File: src/rtl/utlb_pkg.sv
package utlb_pkg;
    localparam int VA_W   = 32;
    localparam int PG_LSB = 10;
    localparam int VPN_W  = VA_W - PG_LSB;

    typedef enum logic [1:0] {
        PG_SECTION = 2'd0,
        PG_LARGE   = 2'd1,
        PG_SMALL   = 2'd2,
        PG_TINY    = 2'd3
    } pgsize_e;

    typedef enum logic [1:0] {
        MT_NOP     = 2'd0,
        MT_INV_ALL = 2'd1,
        MT_INV_VA  = 2'd2,
        MT_SET_LCK = 2'd3
    } mtop_e;

    localparam logic [1:0] DOM_CLIENT  = 2'b01;
    localparam logic [1:0] DOM_MANAGER = 2'b11;

    typedef struct packed {
        logic             valid;
        logic [VPN_W-1:0] vpn;
        pgsize_e          size;
        logic [VPN_W-1:0] ppn;
        logic [3:0]       dom;
        logic [7:0]       ap;
        logic             cacheable;
        logic             bufferable;
    } tlb_entry_t;

    // Page-number bits that take part in the compare for a given size.
    function automatic logic [VPN_W-1:0] keep_mask(pgsize_e s);
        int drop;
        case (s)
            PG_SECTION: drop = 10;
            PG_LARGE:   drop = 6;
            PG_SMALL:   drop = 2;
            default:    drop = 0;
        endcase
        return {VPN_W{1'b1}} << drop;
    endfunction

    function automatic logic [1:0] quarter_of(pgsize_e s, logic [VPN_W-1:0] vpn);
        case (s)
            PG_LARGE: return vpn[5:4];
            PG_SMALL: return vpn[1:0];
            default:  return 2'd0;
        endcase
    endfunction

    function automatic logic ap_allows(logic [1:0] ap, logic priv, logic wr);
        case (ap)
            2'b00:   return 1'b0;
            2'b01:   return priv;
            2'b10:   return priv | ~wr;
            default: return 1'b1;
        endcase
    endfunction
endpackage

File: src/rtl/utlb_slot.sv
module utlb_slot
    import utlb_pkg::*;
(
    input  logic             valid,
    input  logic [VPN_W-1:0] vpn,
    input  pgsize_e          size,
    input  logic [VPN_W-1:0] lk_vpn,
    input  logic [VPN_W-1:0] mt_vpn,
    output logic             lk_hit,
    output logic             inv_hit
);
    logic [VPN_W-1:0] m;
    assign m       = keep_mask(size);
    assign lk_hit  = valid && (((vpn ^ lk_vpn) & m) == '0);
    assign inv_hit = valid && (((vpn ^ mt_vpn) & m) == '0);
endmodule

File: src/rtl/utlb_victim.sv
module utlb_victim #(
    parameter int ENTRIES = 16,
    localparam int IW = $clog2(ENTRIES)
) (
    input  logic               clk,
    input  logic               rst,
    input  logic [ENTRIES-1:0] valid_v,
    input  logic [IW-1:0]      lock_cnt,
    input  logic               take,
    output logic [IW-1:0]      victim
);
    logic [IW-1:0] rr, rr_eff, free_idx;
    logic          free_found;

    always_comb begin
        free_found = 1'b0;
        free_idx   = '0;
        for (int i = ENTRIES - 1; i >= 0; i--) begin
            if (!valid_v[i] && IW'(i) >= lock_cnt) begin
                free_found = 1'b1;
                free_idx   = IW'(i);
            end
        end
        rr_eff = (rr < lock_cnt) ? lock_cnt : rr;
        victim = free_found ? free_idx : rr_eff;
    end

    always_ff @(posedge clk) begin
        if (rst) begin
            rr <= '0;
        end else if (take && !free_found) begin
            rr <= (rr_eff == IW'(ENTRIES - 1)) ? lock_cnt : rr_eff + 1'b1;
        end
    end
endmodule

File: src/rtl/utlb_access.sv
module utlb_access
    import utlb_pkg::*;
(
    input  pgsize_e          size,
    input  logic [VPN_W-1:0] ppn,
    input  logic [3:0]       dom,
    input  logic [7:0]       ap,
    input  logic [VA_W-1:0]  va,
    input  logic             priv,
    input  logic             wr,
    input  logic [31:0]      dom_ctl,
    output logic             fault,
    output logic [VA_W-1:0]  pa
);
    logic [VPN_W-1:0] m, vpn;
    logic [1:0]       q, dc, ap_sel;

    assign vpn    = va[VA_W-1:PG_LSB];
    assign m      = keep_mask(size);
    assign q      = quarter_of(size, vpn);
    assign ap_sel = ap[{q, 1'b0} +: 2];
    assign dc     = dom_ctl[{dom, 1'b0} +: 2];
    assign pa     = {(ppn & m) | (vpn & ~m), va[PG_LSB-1:0]};

    always_comb begin
        case (dc)
            DOM_MANAGER: fault = 1'b0;
            DOM_CLIENT:  fault = !ap_allows(ap_sel, priv, wr);
            default:     fault = 1'b1;
        endcase
    end
endmodule

File: src/rtl/utlb_top.sv
module utlb_top
    import utlb_pkg::*;
#(
    parameter int ENTRIES = 16
) (
    input  logic                       clk,
    input  logic                       rst,
    input  logic                       lk_valid,
    input  logic [31:0]                lk_va,
    input  logic                       lk_priv,
    input  logic                       lk_write,
    input  logic [31:0]                dom_ctl,
    output logic                       res_valid,
    output logic                       res_hit,
    output logic                       res_miss,
    output logic                       res_abort,
    output logic [31:0]                res_pa,
    output logic                       res_cacheable,
    output logic                       res_bufferable,
    input  logic                       rf_valid,
    input  logic [21:0]                rf_vpn,
    input  logic [21:0]                rf_ppn,
    input  logic [1:0]                 rf_size,
    input  logic [3:0]                 rf_dom,
    input  logic [7:0]                 rf_ap,
    input  logic                       rf_cacheable,
    input  logic                       rf_bufferable,
    input  logic                       mt_valid,
    input  logic [1:0]                 mt_op,
    input  logic [21:0]                mt_vpn,
    input  logic [$clog2(ENTRIES)-1:0] mt_lock
);
    localparam int IW = $clog2(ENTRIES);

    tlb_entry_t         tbl [ENTRIES];
    tlb_entry_t         rf_ent, sel;
    logic [ENTRIES-1:0] lk_hitv, inv_hitv, valid_v;
    logic [IW-1:0]      sel_idx, lock_cnt, victim;
    logic               any_hit, fault;
    logic [31:0]        pa;
    logic               do_inv_all, do_inv_va, do_lock;

    assign do_inv_all = mt_valid && (mt_op == MT_INV_ALL);
    assign do_inv_va  = mt_valid && (mt_op == MT_INV_VA);
    assign do_lock    = mt_valid && (mt_op == MT_SET_LCK);

    for (genvar g = 0; g < ENTRIES; g++) begin : g_slot
        assign valid_v[g] = tbl[g].valid;
        utlb_slot u_slot (
            .valid   (tbl[g].valid),
            .vpn     (tbl[g].vpn),
            .size    (tbl[g].size),
            .lk_vpn  (lk_va[31:PG_LSB]),
            .mt_vpn  (mt_vpn),
            .lk_hit  (lk_hitv[g]),
            .inv_hit (inv_hitv[g])
        );
    end

    always_comb begin
        sel_idx = '0;
        for (int i = ENTRIES - 1; i >= 0; i--) begin
            if (lk_hitv[i]) sel_idx = IW'(i);
        end
    end
    assign any_hit = |lk_hitv;
    assign sel     = tbl[sel_idx];

    utlb_access u_access (
        .size    (sel.size),
        .ppn     (sel.ppn),
        .dom     (sel.dom),
        .ap      (sel.ap),
        .va      (lk_va),
        .priv    (lk_priv),
        .wr      (lk_write),
        .dom_ctl (dom_ctl),
        .fault   (fault),
        .pa      (pa)
    );

    utlb_victim #(.ENTRIES(ENTRIES)) u_victim (
        .clk      (clk),
        .rst      (rst),
        .valid_v  (valid_v),
        .lock_cnt (lock_cnt),
        .take     (rf_valid),
        .victim   (victim)
    );

    always_comb begin
        rf_ent.valid      = 1'b1;
        rf_ent.vpn        = rf_vpn;
        rf_ent.size       = pgsize_e'(rf_size);
        rf_ent.ppn        = rf_ppn;
        rf_ent.dom        = rf_dom;
        rf_ent.ap         = rf_ap;
        rf_ent.cacheable  = rf_cacheable;
        rf_ent.bufferable = rf_bufferable;
    end

    // Order of update within a cycle: address invalidate, refill, full invalidate.
    always_ff @(posedge clk) begin
        if (rst) begin
            for (int i = 0; i < ENTRIES; i++) tbl[i] <= '0;
            lock_cnt <= '0;
        end else begin
            for (int i = 0; i < ENTRIES; i++) begin
                if (do_inv_va && inv_hitv[i]) tbl[i].valid <= 1'b0;
                if (rf_valid && victim == IW'(i)) tbl[i] <= rf_ent;
                if (do_inv_all) tbl[i].valid <= 1'b0;
            end
            if (do_lock) lock_cnt <= mt_lock;
        end
    end

    always_ff @(posedge clk) begin
        if (rst) begin
            res_valid      <= 1'b0;
            res_hit        <= 1'b0;
            res_miss       <= 1'b0;
            res_abort      <= 1'b0;
            res_pa         <= '0;
            res_cacheable  <= 1'b0;
            res_bufferable <= 1'b0;
        end else begin
            res_valid      <= lk_valid;
            res_hit        <= lk_valid && any_hit;
            res_miss       <= lk_valid && !any_hit;
            res_abort      <= lk_valid && any_hit && fault;
            res_pa         <= (lk_valid && any_hit && !fault) ? pa : '0;
            res_cacheable  <= lk_valid && any_hit && !fault && sel.cacheable;
            res_bufferable <= lk_valid && any_hit && !fault && sel.bufferable;
        end
    end
endmodule

File: config.mk
export PLATFORM = sky130hd
export DESIGN_NAME = utlb_top
export DESIGN_NICKNAME = d
export VERILOG_FILES = /design/src/rtl/utlb_pkg.sv /design/src/rtl/utlb_slot.sv /design/src/rtl/utlb_victim.sv /design/src/rtl/utlb_access.sv /design/src/rtl/utlb_top.sv
export SDC_FILE = /design/constraint.sdc
export NUM_CORES = 2
export LEC_CHECK = 0
export BUFFER_PORTS_ARGS = -buffer_cell sky130_fd_sc_hd__buf_4
export CAP_MARGIN = 20
export CORE_MARGIN = 2
export CORE_UTILIZATION = 50
export DETAILED_ROUTE_END_ITERATION = 10
export GPL_ROUTABILITY_DRIVEN = 0
export PLACE_DENSITY = 0.67
export SLEW_MARGIN = 20
export SYNTH_ARGS = -nofsm -noshare
export SYNTH_HDL_FRONTEND = slang
export SYNTH_SLANG_ARGS = --single-unit
File: constraint.sdc
create_clock -name clk -period 12.7 [get_ports clk]
set_clock_uncertainty 0.15 [all_clocks]
set_input_delay 0.635 -clock clk [delete_from_list [all_inputs] [get_ports clk]]
set_output_delay 0.635 -clock clk [all_outputs]
set_load 0.02 [all_outputs]
# Word level (Yosys, flattened, before mapping)
# Memories as Yosys holds them, arrays and structs flattened.
# Cells that the tools add are included.
[word_totals] reg_bits=46 ramBits=976 input_bits=159 out_inout_bits=38 elab_cells=639 mem_count=1
[mem_list] name="tbl" depth=16 width=61 rd=17 rd_ports_with_merged_regs=0 write_ports=16 line="utlb_top.sv:35" rtl="tlb_entry_t tbl [ENTRIES];"
[op_classes] add_sub_neg=1 n_lt_le_gt_ge=17 n_eq_ne=57 shift=19 n_mux=237 n_bitwise=135 n_reduce_logical=163
[ops] operator="$mux W60" count=16
[ops] operator="$and A22 B22 Y22" count=34
[ops] operator="$logic_not A22 Y1" count=32
[ops] operator="$xor A22 B22 Y22" count=32
[ops] operator="$shl A22 B4 Y22 const A" count=17
[ops] operator="$pmux W4 S3" count=17
[ops] operator="$mux W1" count=166
[ops] operator="$mux W4" count=35
[ops] operator="$logic_and A1 B1 Y1" count=90
[ops] operator="$or A1 B1 Y1" count=65
[ops] operator="$eq A2 B2 Y1 const B" count=21
[ops] operator="$eq A2 B1 Y1 const B" count=20
[ops] operator="$eq A4 B4 Y1 const B" count=9
[ops] operator="$logic_not A2 Y1" count=18
[ops] operator="$ge A4 B4 Y1 const A" count=8
[ops] operator="$shiftx A32 B6 Y2" count=1
[ops] operator="$not A22 Y22" count=1
[ops] operator="$or A22 B22 Y22" count=1
[ops] operator="$logic_not A1 Y1" count=20
[ops] operator="$eq A4 B3 Y1 const B" count=4
[ops] operator="$ge A3 B4 Y1 const A" count=4
[ops] operator="$reduce_or A16 Y1" count=1
[ops] operator="$eq A4 B2 Y1 const B" count=2
[ops] operator="$ge A1 B4 Y1 const A" count=2
[ops] operator="11 further kinds" count=13

# Depth between registers and ports, before layout
# An unclocked memory read counts as a cell.
[logic_depth] word_depth=36 ltp_mapped=34

# Cells and area by module
# From an unflattened synthesis, not the netlist that was laid out.
[hier_totals] hier_cells=4035 hier_area_um2=49720.2
[by_module_without_submodules] mod="utlb_top" instances=1 cells_each=2793 area_per_inst_um2=39525.4 seq_area_each_um2=30148.9
[by_module_without_submodules] mod="utlb_slot" instances=16 cells_each=65 area_per_inst_um2=533.0 seq_area_each_um2=0.0
[by_module_without_submodules] mod="utlb_victim" instances=1 cells_each=133 area_per_inst_um2=913.4 seq_area_each_um2=80.1
[by_module_without_submodules] mod="utlb_access" instances=1 cells_each=69 area_per_inst_um2=753.2 seq_area_each_um2=0.0

# Least setup slack after synthesis
# No wires, ideal clock.
[synth_path] path_type="input to register" from="input port lk_va[19]" to="register res_pa[22]" setup_time_ns=0.089 arrival_time_ns=6.396 t_required_ns=12.461 path_slack_ns=6.065 cell_stages=28 path_buffers=8 cell_sequence="buf_6 -> xor2_1 -> o41ai_1 -> a32o_2 -> or4b_1 -> o21ai_1 -> o211a_1 -> o21a_1 -> buf_2 -> clkbuf_1 -> clkbuf_1 -> a21oi_1 -> mux2i_1 -> a211oi_1 -> or2_2 -> ha_1 -> nor2_1 -> clkbuf_1 -> clkbuf_1 -> mux2i_1 -> a211oi_1 -> o31ai_1 -> a21oi_1 -> a31oi_1 -> o22a_1 -> buf_6 -> buf_6 -> nor4_2"
[synth_between] elab_chain_cells=33 elab_cells_between_ends=108
[synth_lines] item="from (decl)" line="utlb_top.sv:9" rtl="input logic [31:0] lk_va,"
[synth_lines] item="$xor A22 B22 Y22" line="utlb_slot.sv:14" rtl="assign lk_hit = valid && (((vpn ^ lk_vpn) & m) == '0);"
[synth_lines] item="$and A22 B22 Y22" line="utlb_slot.sv:14"
[synth_lines] item="$logic_not A22 Y1" line="utlb_slot.sv:14"
[synth_lines] item="$logic_and A1 B1 Y1" line="utlb_slot.sv:14"
[synth_lines] item="$mux W4 (16 in a row)" line="utlb_top.sv:63" rtl="if (lk_hitv[i]) sel_idx = IW'(i);"
[synth_lines] item="$mem_v2 Z16 W61"
[synth_lines] item="$eq A2 B2 Y1 or $eq A2 B1 Y1 (tied branches)" line="utlb_pkg.sv:37, utlb_pkg.sv:47"
[synth_lines] item="$pmux W2 S2" line="utlb_pkg.sv:47" rtl="case (s)"
[synth_lines] item="[2 not listed]"
[synth_lines] item="$pmux W1 S3" line="utlb_pkg.sv:55" rtl="case (ap)"
[synth_lines] item="$mux W1" line="utlb_access.sv:26" rtl="case (dc)"
[synth_lines] item="$logic_not A1 Y1" line="utlb_access.sv:28" rtl="DOM_CLIENT: fault = !ap_allows(ap_sel, priv, wr);"
[synth_lines] item="$pmux W1 S2" line="utlb_access.sv:26"
[synth_lines] item="$logic_not A1 Y1" line="utlb_top.sv:131" rtl="res_pa <= (lk_valid && any_hit && !fault) ? pa : '0;"
[synth_lines] item="$logic_and A1 B1 Y1" line="utlb_top.sv:131"
[synth_lines] item="$not A1 Y1 (no source line)"
[synth_lines] item="$reduce_or A2 Y1 (no source line)"
[synth_lines] item="to (signal assigned)" line="utlb_top.sv:131"
[synth_lines] item="to (decl)" line="utlb_top.sv:17" rtl="output logic [31:0] res_pa,"
# Parallel ways exist; a longest one is shown, timed or not. The select of a mux whose other input is x is not followed.
# A chain may end at the register's enable or synchronous reset.

==> flow_summary_export.csv <==
group,metric,value,unit
routing,ant_nets,0,
timing,rsz0062_at_grt,"false",
worst_setup_path,arrival,8000,ps
routing,wl_met1,66.5,mm
worst_setup_path,reg2reg_from,"tbl[10][55]",
yosys,yosysMostFrequentCell,"edfxtp_1",
placed_design,portBuffers,196,
power,power_density,142,mW/mm²
min_path,hold_path_class,"in2reg",
clock_tree,cts_made_buffers,108,
clock_tree,cts_root_buffer,"clkbuf_16",
routing,drtIter0Drc,4893,
worst_setup_path,cp-start-kind,"flip-flop",
job,max_cap_viol_count,0,
yosys,ys_seq_area_share,58.5,%
clock_tree,cts.path.max_buffers,3,
timing,fmax,0.132,GHz
worst_setup_path,required,13100,ps
routing,wirelength,170,mm
clock_tree,insertion_delay,730,ps
global_routing,gr-usage-all-layers,31.5,%
min_path,min_path_cells,3,
global_routing,grt_pass1_vias,35899,
timing,period_minus_slack,7590,ps
yosys,synth_nets,4717,
yosys,yosys.area.top_type_share,56.7,%
floorplan,io_pins,197,
timing,slew_violations,0,
finish,utilization,56.3,%
min_path,holdPathEnd,"lock_cnt[1]",
worst_setup_path,r2r-end,"res_bufferable",
clock_tree,cts_tree,"yes",
placed_design,dp_hpwl,100,mm
clock_tree,path_clk_slew,70,ps
yosys,synth_seq_cells,1022,
routing,top_layer,"met5",
clock_tree,htreeDepth,3,
floorplan,fp.coreArea,0.102,mm²
yosys,ys_async_sr_fraction,0,%
yosys,ys_top_cells_by_area,"edfxtp_1 (57%), xnor2_1 (7.3%), nor2_1 (5.0%), xor2_1 (4.6%), mux2i_1 (3.2%)",
yosys,dominantRegCellSynth,"edfxtp_1",
global_routing,grt_pass1_wl,245,mm
routing,vias,37249,
floorplan,design.die.area,0.106,mm²
routing,wl_per_cell,28.1,µm
routing,met3RoutedLength,19.2,mm
routing,wl_met2,76.0,mm
finish,antenna_cells,0,
timing,finalSetupViolCount,0,
timing,worst_pin_slew,1200,ps
yosys,yosysTopAreaCell,"edfxtp_1",
finish,drive_above_1_share,11.5,%
worst_setup_path,r2r_slack,5110,ps
yosys,avgSynthCellArea,11.4,µm²
finish,area_growth,11.4,%
floorplan,rows,117,
global_routing,grt-ovfl-total,0,
floorplan,die_x,325,µm
yosys,yosys_warnings,0,
yosys,synth_common_cells,"edfxtp_1 (976), nor2_1 (683), xnor2_1 (430)",
worst_setup_path,setup.worst_path.end_class,"flip-flop",
timing,final_hold_viol_count,0,
global_routing,grt_max_degree,154,
yosys,synth_cells,4548,
yosys,synth_cell_types,94,
routing,firstDrtPassIters,6,
floorplan,start_util,50.6,%
routing,viasPerCell,6.17,
clock_tree,cts.sink_count,1022,
outcome,status,"complete, no violations",
floorplan,die_y,325,µm
worst_setup_path,critPathKind,"reg2reg",
power,vdd_ir_drop_max,0.000139,V
worst_setup_path,crit_fanout,51,
min_path,worstHoldStart,"mt_lock[1]",
finish,num-nets-final,4754,
global_routing,antenna_found_initial,4,
yosys,synth-edff-count,976,
routing,drc,0,
clock_tree,cts_resized,0,
yosys,synth_area,0.0517,mm²
timing,finalCritPeriodShare,59.8,%
worst_setup_path,worst_r2r_path_depth,24,
timing,final.setup.tns,0,ps
power,total_leakage_power,21.3,nW
finish,fillCellCount,8567,
timing,slew_headroom,20.2,%
how the worst max path moves through the flow:
stage / from / to / slack, ps / depth (start not counted)
2_1_floorplan: lk_va[19] / res_pa[22] / 6060 / 28
3_3_place_gp: lk_va[22] / res_pa[31] / 4970 / 25
3_5_place_dp: lk_va[22] / res_pa[11] / 4860 / 25
4_1_cts: tbl[10][55] / res_bufferable / 5400 / 24
5_1_grt: tbl[8][58] / res_bufferable / 4850 / 26
6_report: tbl[10][55] / res_bufferable / 5110 / 24
power by group:
group	switching (mW)	internal, mW
Combinational	0.625	0.300
Sequential	0.120	3.93
Clock	1.37	1.80
final cells by class:
cell class                      instances  area [µm²]  share of cell area (%)
Clock inverter                         50         513                   0.891
Tap cell                             1368        1710                    2.97
Clock buffer                          148        3040                    5.28
Sequential cell                      1022       30200                    52.5
Timing Repair Buffer                  267        2050                    3.56
Multi-Input combinational cell       3100       19700                    34.2
Inverter                               86         323                   0.561
cell usage in the layout, fill, tap and decap left out, drive strengths merged, types with 12 or more instances in the layout:
master / synthesis / routed
o211ai: 18 / 18
nand2: 430 / 430
mux2i: 167 / 167
nor4: 114 / 114
nand2b: 82 / 82
and2: 33 / 33
xnor2: 430 / 430
and3: 58 / 58
edfxtp: 976 / 976
buf: 100 / 255
clkbuf: 237 / 148
o21ai: 106 / 106
mux2: 22 / 22
xor2: 271 / 271
inv: 86 / 90
nor3: 29 / 29
a211oi: 93 / 93
a32o: 12 / 12
nand3: 166 / 166
clkinv: 0 / 36
dlygate4sd3: 3 / 12
a21oi: 103 / 103
dfxtp: 46 / 46
a21boi: 14 / 14
nor2: 684 / 684
nand4: 120 / 120
repair_timing:
action | 4_1_cts | 5_1_grt
hold endpoints to repair | 12 | 0
setup endpoints to repair | 0 | 0
hold buffers | 12 | 0
setup buffers | 0 | 0
flip-flops by register name, summed over array words and instances, names as in the netlist:
register        flops
res_miss            1
res_cacheable       1
lock_cnt            4
res_hit             1
u_victim.rr         4
res_abort           1
res_pa             32
tbl               976
res_bufferable      1
res_valid           1
per-stage QoR:
stage / hold WS [ps] / area (µm²) / instances / power, mW / worst slack [ps]
after global routing: 45.6 / 57600 / 6041 / 8.36 / 4850
after CTS: 1.80 / 57600 / 6041 / 8.14 / 5400
final: 30.4 / 57600 / 6041 / 8.15 / 5110
after global placement: 359 / 53900 / 5831 / 5.00 / 4970
after floorplan: 337 / 51700 / 4548 / 4.68 / 6060
after detailed placement: 364 / 53900 / 5831 / 5.01 / 4860
critical path, cell delays in order (launching register included):
cell,delay [ps]
edfxtp_1,430
xnor2_1,220
nand4_1,120
nor4_1,890
nand2_1,290
a31oi_1,320
o31a_2,200
buf_4,670
nor2_1,110
a211oi_1,240
a211oi_1,70
or2_2,370
inv_1,100
ha_1,190
a22oi_1,120
nor2_2,170
buf_4,340
mux2i_1,230
a211oi_1,80
or4_1,480
o31ai_1,230
a21oi_1,90
a31oi_1,160
o22a_2,900
nor4_1,160
routing by layer:
layer / GRT usage [%] / vias up
met5: 0 / -
met3: 6.18 / 493
li1: - / 16107
met4: 12.7 / 2
met2: 48.8 / 2343
met1: 43.7 / 18304
cell families (layout without fill, tap and decap cells):
logic type,count (synthesis),in the layout,synth area share [%]
xor gates and xnor gates,701,701,11.9
AOI/OAI and AO/OA,455,455,5.96
and+or+nand+nor,1745,1745,15.8
adders and majority gates,10,10,0.242
buffers and inverters,426,551,3.93
DFF,1022,1022,58.5
muxes,189,189,3.72
Power figures use the tool's default switching activity.
